<file path="config.mk">
export PLATFORM = sky130hd
export DESIGN_NAME = gfx_irq_ctrl
export DESIGN_NICKNAME = d
export VERILOG_FILES = /design/src/rtl/gfx_irq_ctrl.sv
export SDC_FILE = /design/constraint.sdc
export NUM_CORES = 1
export LEC_CHECK = 0
export BUFFER_PORTS_ARGS = -buffer_cell sky130_fd_sc_hd__buf_2
export CAP_MARGIN = 20
export CORE_UTILIZATION = 49
export CTS_CLUSTER_SIZE = 28
export DETAILED_ROUTE_END_ITERATION = 10
export PLACE_DENSITY = 0.83
export SYNTH_ARGS = -nofsm -noshare
export SYNTH_HDL_FRONTEND = slang
export SYNTH_SLANG_ARGS = --single-unit
export TNS_END_PERCENT = 50
</file>
<file path="constraint.sdc">
create_clock -name clk -period 2.95 [get_ports clk]
set_input_delay 0.59 -clock clk [delete_from_list [all_inputs] [get_ports clk]]
set_output_delay 0.59 -clock clk [all_outputs]
set_load 0.02 [all_outputs]
</file>
<file path="src/rtl/gfx_irq_ctrl.sv">
module gfx_irq_ctrl #(
  parameter int ADDR_W = 3,
  parameter int DATA_W = 32
) (
  input  logic              clk,
  input  logic              rst_n,
  input  logic [ADDR_W-1:0] reg_addr,
  input  logic              reg_we,
  input  logic [DATA_W-1:0] reg_wdata,
  output logic [DATA_W-1:0] reg_rdata,
  input  logic              ev_frame_done_i,
  input  logic              ev_flush_done_i,
  input  logic              oom_i,
  output logic [DATA_W-1:0] ovf_base_o,
  output logic [DATA_W-1:0] ovf_size_o,
  output logic              ovf_load_o,
  output logic              irq_o
);
  localparam int NSRC = 3;
  localparam logic [ADDR_W-1:0] A_STAT  = ADDR_W'(0);
  localparam logic [ADDR_W-1:0] A_ENSET = ADDR_W'(1);
  localparam logic [ADDR_W-1:0] A_ENCLR = ADDR_W'(2);
  localparam logic [ADDR_W-1:0] A_BASE  = ADDR_W'(3);
  localparam logic [ADDR_W-1:0] A_SIZE  = ADDR_W'(4);

  logic [1:0]      latched;
  logic [NSRC-1:0] enable;
  logic [NSRC-1:0] status;
  logic [NSRC-1:0] wbits;
  logic            wr_stat, wr_set, wr_clr;

  assign wbits   = reg_wdata[NSRC-1:0];
  assign wr_stat = reg_we && reg_addr == A_STAT;
  assign wr_set  = reg_we && reg_addr == A_ENSET;
  assign wr_clr  = reg_we && reg_addr == A_ENCLR;
  assign status  = {oom_i, latched};

  always_ff @(posedge clk) begin
    if (!rst_n) begin
      latched    <= '0;
      enable     <= '0;
      irq_o      <= 1'b0;
      ovf_base_o <= '0;
      ovf_size_o <= '0;
      ovf_load_o <= 1'b0;
    end else begin
      latched    <= (latched & ~(wr_stat ? wbits[1:0] : 2'b00))
                    | {ev_flush_done_i, ev_frame_done_i};
      enable     <= (enable | (wr_set ? wbits : '0)) & ~(wr_clr ? wbits : '0);
      irq_o      <= |(status & enable);
      ovf_load_o <= reg_we && reg_addr == A_SIZE;
      if (reg_we && reg_addr == A_BASE) ovf_base_o <= reg_wdata;
      if (reg_we && reg_addr == A_SIZE) ovf_size_o <= reg_wdata;
    end
  end

  always_comb begin
    reg_rdata = '0;
    case (reg_addr)
      A_STAT:          reg_rdata[NSRC-1:0] = status;
      A_ENSET, A_ENCLR: reg_rdata[NSRC-1:0] = enable;
      A_BASE:          reg_rdata = ovf_base_o;
      A_SIZE:          reg_rdata = ovf_size_o;
      default:         reg_rdata = '0;
    endcase
  end

  assert_event_sets_R2: assert property (@(posedge clk) disable iff (!rst_n)
    ev_frame_done_i |=> latched[0]);
  assert_ack_clears_R3: assert property (@(posedge clk) disable iff (!rst_n)
    (wr_stat && wbits[1] && !ev_flush_done_i) |=> !latched[1]);
  assert_event_wins_R4: assert property (@(posedge clk) disable iff (!rst_n)
    (wr_stat && wbits[0] && ev_frame_done_i) |=> latched[0]);
  assert_enset_R6: assert property (@(posedge clk) disable iff (!rst_n)
    wr_set |=> ((enable & $past(wbits)) == $past(wbits))
               && ((enable & ~$past(wbits)) == ($past(enable) & ~$past(wbits))));
  assert_enclr_R7: assert property (@(posedge clk) disable iff (!rst_n)
    wr_clr |=> ((enable & $past(wbits)) == '0)
               && ((enable & ~$past(wbits)) == ($past(enable) & ~$past(wbits))));
  assert_irq_lag_R10: assert property (@(posedge clk) disable iff (!rst_n)
    1'b1 |=> irq_o == $past(|({oom_i, latched} & enable)));
  assert_load_pulse_R12: assert property (@(posedge clk) disable iff (!rst_n)
    ovf_load_o |=> !ovf_load_o || $past(reg_we && reg_addr == A_SIZE));
endmodule

</file>
After elaboration in Yosys (flattened, before gate mapping)
Cells that the tools add are included.

$add $sub $neg: 0. Multipliers: 0. Divide/modulo/power cells: 0. Magnitude comparators: 0. Equality and inequality tests: 4. Shifts and indexed selects: 0. Muxes and demuxes: 5. Bitwise logic cells: 7. Reduce and logical (&&, ||, !) cells: 8.

Operators by type and width (number): case mux 29 bit (2 select lines) (1); case mux 3 bit (4 select lines) (1); bitwise AND 3 bit (2); == test 3 x 2 -> 1 bit (second input constant) (2); two-way mux 3 bit (2); logical AND 1 bit (5); == test 3 x 1 -> 1 bit (second input constant) (1); == test 3 bit (second input constant) (1); logical NOT 3 bit (1); inverter 3 bit (1); bitwise OR 3 bit (1); OR reduction 3 bit (1); bitwise AND 2 bit (1); two-way mux 2 bit (1); inverter 2 bit (1); bitwise OR 2 bit (1); OR reduction 2 bit (1).

Bits in registers: 71. Bits in latches: 0. Bits in writable memories: 0. Memory bits (read-only): 0. Bits of input ports: 41. Output and inout bits: 98. Logic and storage cells: 30. Memories kept: 0.

Logic depth before layout (Yosys ltp)
Depth after elaboration: 6. Gate-level depth with buffers: 6. Gate-level depth less buffers: 3.

Worst setup path before layout
No wires, ideal clock.

Path type: in2out. From: input port reg_addr[0]. To: output port reg_rdata[1]. Arrival time: 1.540 ns. Setup slack: 0.820 ns. Stages on the path: 6. Path through: buf_4 -> inv_2 -> and3_1 -> clkbuf_1 -> buf_2 -> a211o_1.

Longest elaborated chain between the ends: 3.

Ends and longest elaborated chain: start: declaration (RTL line 7) `input logic [ADDR_W-1:0] reg_addr,`; == test 3 x 1 -> 1 bit or == test 3 x 2 -> 1 bit (tied branches) (RTL line 59) `case (reg_addr)`; OR reduction 2 bit (RTL line 59); case mux 3 bit (4 select lines) (*) (RTL line 59); end: declaration (RTL line 10) `output logic [DATA_W-1:0] reg_rdata,`.

Mark *: on every way between the ends. The rest lies on a longest branch, timed or not.

Final worst setup path
From: input port reg_addr[0]. To: output port reg_rdata[25].

Longest elaborated chain between the ends: 2.

Ends and longest elaborated chain (RTL line): == test 3 bit or == test 3 x 2 -> 1 bit (tied branches) (59); case mux 29 bit (2 select lines) (*) (59).

Marks and branches as above.

==> results.sh <==
export IMPL_period_share_pct=87.9
export IMPL_fmaxAchievable_mhz=386
export IMPL_grt_overflow_total=0
export IMPL_antenna_found_initial=0
export IMPL_cts_clk_slew_worst_paths_ps=70
export IMPL_syn_area_per_cell_um2=8.29
export IMPL_numCtsBuffers=9
export IMPL_drt_total_wl_um=7850
export IMPL_grt_max_degree=65
export IMPL_start_util_pct=51.5
export IMPL_syn_nets=415
export IMPL_powerDensity_mw_per_mm2=489
export IMPL_leakagePower_uw=0.00185
export IMPL_grt_util_met2_pct=40.2
export IMPL_drc=0
export IMPL_fp_dieArea_mm2=0.00665
export IMPL_gp_congestion=0.818
export IMPL_via_count=3075
export IMPL_hold_start="ovf_base_o[12]"
export IMPL_finalCriticalPeriod_ps=2590
export IMPL_seq_power_share_pct=51.2
export IMPL_cts_resized=0
export IMPL_whs_path_depth=2
export IMPL_r2r_slack_ps=2080
export IMPL_tightest_slew_ps=702
export IMPL_slew_headroom_pct=53.0
export IMPL_yosys_area_share_simple_pct=20.2
export IMPL_layout_nets=536
export IMPL_dieWidth_um=81.6
export IMPL_r2r_end="enable[1]"
export IMPL_core_area_mm2=0.00603
export IMPL_grt_pass1_wl_um=12100
export IMPL_synth_fa_ha_area_share_pct=0
export IMPL_synth_top_family_by_area="compound AO/OA/AOI/OAI gates"
export IMPL_clock_latency_ps=330
export IMPL_io_buffer_count=138
export IMPL_design_area_mm2=0.00398
export IMPL_num_rows=28
export IMPL_muxShareOfSynthArea_pct=1.94
export IMPL_clockBufferDepth=2
export IMPL_maxCapViolCount=0
export IMPL_final_core_util_pct=66.1
export IMPL_final_common_cell="buf_2"
export IMPL_slew_violations=0
export IMPL_placed_cell_area_mm2=0.00379
export IMPL_insertedDiodeCount=0
export IMPL_reg2reg_depth=2
export IMPL_holdBufCountCts=0
export IMPL_cts_max_level=3
export IMPL_synthDistinctLibCells=31
export IMPL_synth_seq_cells=71
export IMPL_post_cts_buffers=0
export IMPL_critPathCaptureType="primary output"
export IMPL_met3_usage_pct=3.78
export IMPL_whs_endpoint="ovf_base_o[12]"
export IMPL_first_pass_iters=4
export IMPL_setup_violations=0
export IMPL_p_int_uw=1460
export IMPL_die_y_um=81.6
export IMPL_grt_usage_pct=23.7
export IMPL_tns_ps=0
export IMPL_routed_via_density=5.35
export IMPL_cts_tree="yes"
export IMPL_switchingPower_uw=485
export IMPL_required_ps=2360
export IMPL_synthCells=374
export IMPL_final_cell_mix="buf_2 (138), nand2_1 (96), dfxtp_1 (71)"
export IMPL_status="finished, final reports clean"
export IMPL_wire_per_inst_um=13.7
export IMPL_grt_pass1_vias=2667
export IMPL_post_dp_hpwl_um=5410
export IMPL_synth_compound_area_share_pct=25.2
export IMPL_grt_busiest_layer="met2"
export IMPL_synth_xor_area_share_pct=0
export IMPL_critical_path_arrival_ps=2000
export IMPL_synth_area_mm2=0.00310
export IMPL_hold_viol_final=0
export IMPL_fillCellCount=536
export IMPL_timing_rr_start="enable[1]"
export IMPL_syn_to_final_growth_pct=28.3
export IMPL_rsz0062_at_grt="no"
export IMPL_seq_area_frac_synth_pct=45.8
export IMPL_cts_root_buf="clkbuf_8"
export IMPL_swShare_pct=24.9
export IMPL_startpoint_type="input port"
export IMPL_synth_warnings=0
export IMPL_crit_type="in2out"
export IMPL_grt_util_met1_pct=29.0
export IMPL_cts_sinks=71
export IMPL_drive_above_1_share_pct=32.6
export IMPL_irDropWorstVdd_mv=0.314
export IMPL_clock_skew_ps=4.12
export IMPL_clockPowerShare_pct=38.9
export IMPL_hold_class="reg2reg"
export IMPL_drt_iter0_drc=145
export IMPL_p_comb_share_pct=9.9
export IMPL_critPathMaxFanout=21
export IMPL_io_pins=139
export IMPL_ant_nets=0
per-stage QoR:
step	std cells	hold WS, ps	power (µW)	setup slack, ps
after floorplan	374	523	1140	820
after global placement	559	453	1210	404
after detailed placement	559	463	1210	320
after CTS	575	472	1960	318
after global routing	575	480	2030	247
final	575	468	1950	357
worst max path at each step:
| stage | startpoint | slack, ps | endpoint |
|---|---|---|---|
| 2_1_floorplan | reg_addr[0] | 820 | reg_rdata[1] |
| 3_3_place_gp | reg_addr[0] | 400 | reg_rdata[23] |
| 3_5_place_dp | reg_addr[0] | 320 | reg_rdata[25] |
| 4_1_cts | reg_addr[0] | 320 | reg_rdata[25] |
| 5_1_grt | reg_addr[0] | 250 | reg_rdata[18] |
| 6_report | reg_addr[0] | 360 | reg_rdata[25] |
final cells by class:
type | instances | area (µm²) | share of cell area [%]
multi-input combinational | 263 | 1470 | 37.0
clock buffer | 12 | 145 | 3.65
sequential | 71 | 1420 | 35.7
tap | 75 | 93.8 | 2.36
inverter | 4 | 15.0 | 0.377
timing repair buffer | 146 | 788 | 19.8
clock inverter | 4 | 45.0 | 1.13
Yosys cell counts:
library cell | count | share of area, %
nor2_1 | 4 | 0.48
a31oi_1 | 5 | 1.0
clkbuf_2 | 2 | 0.32
a21boi_1 | 30 | 7.3
buf_4 | 10 | 2.4
a22o_1 | 29 | 8.2
a21boi_0 | 2 | 0.48
a211o_1 | 2 | 0.56
o21ai_0 | 39 | 6.3
a222oi_1 | 1 | 0.32
inv_2 | 1 | 0.12
mux2i_1 | 6 | 1.9
buf_1 | 2 | 0.24
dfxtp_1 | 71 | 46
nand3_1 | 32 | 5.2
and3_1 | 1 | 0.20
buf_2 | 11 | 1.8
nor2b_1 | 2 | 0.40
and4bb_2 | 1 | 0.40
nand2_1 | 96 | 12
clkbuf_1 | 10 | 1.2
and2_1 | 1 | 0.20
o21a_1 | 1 | 0.24
buf_6 | 1 | 0.36
nand2b_1 | 2 | 0.40
and4b_1 | 1 | 0.32
nor3_1 | 3 | 0.48
nand4b_1 | 1 | 0.28
a311oi_1 | 3 | 0.85
nand3b_1 | 1 | 0.24
inv_1 | 3 | 0.36
registers in the layout, indices dropped and copies added (netlist names):
signal and flops:
enable 3, ovf_load_o 1, irq_o 1, latched 2, ovf_base_o 32, ovf_size_o 32
kinds of logic (layout without fill, tap and decap cells):
group / Yosys count / in the layout
muxes: 6 / 6
AOI/OAI and AO/OA: 112 / 112
and+or+nand+nor: 145 / 145
DFF: 71 / 71
buffers and inverters: 40 / 166
power by group through the flow:
stage	Sequential, µW	Combinational, µW	Clock [µW]
2_1_floorplan	1040	96.6	0
3_3_place_gp	1020	188	0
3_5_place_dp	1020	193	0
4_1_cts	996	193	771
5_1_grt	998	212	817
6_report	996	193	758
critical path, cell delays in order:
cell    delay, ps
buf_2         210
inv_2          90
and3_1        420
buf_4         350
a22o_1        170
buf_2         160
per-layer routing:
layer | up-vias | part of all wire (%) | wire [µm]
met3 | 10 | 6.3 | 491
met5 | - | 0 | 0
met2 | 109 | 48 | 3770
li1 | 1541 | - | -
met4 | 0 | 1.7 | 130
met1 | 1415 | 44 | 3460
Power figures use the tool's default switching activity.
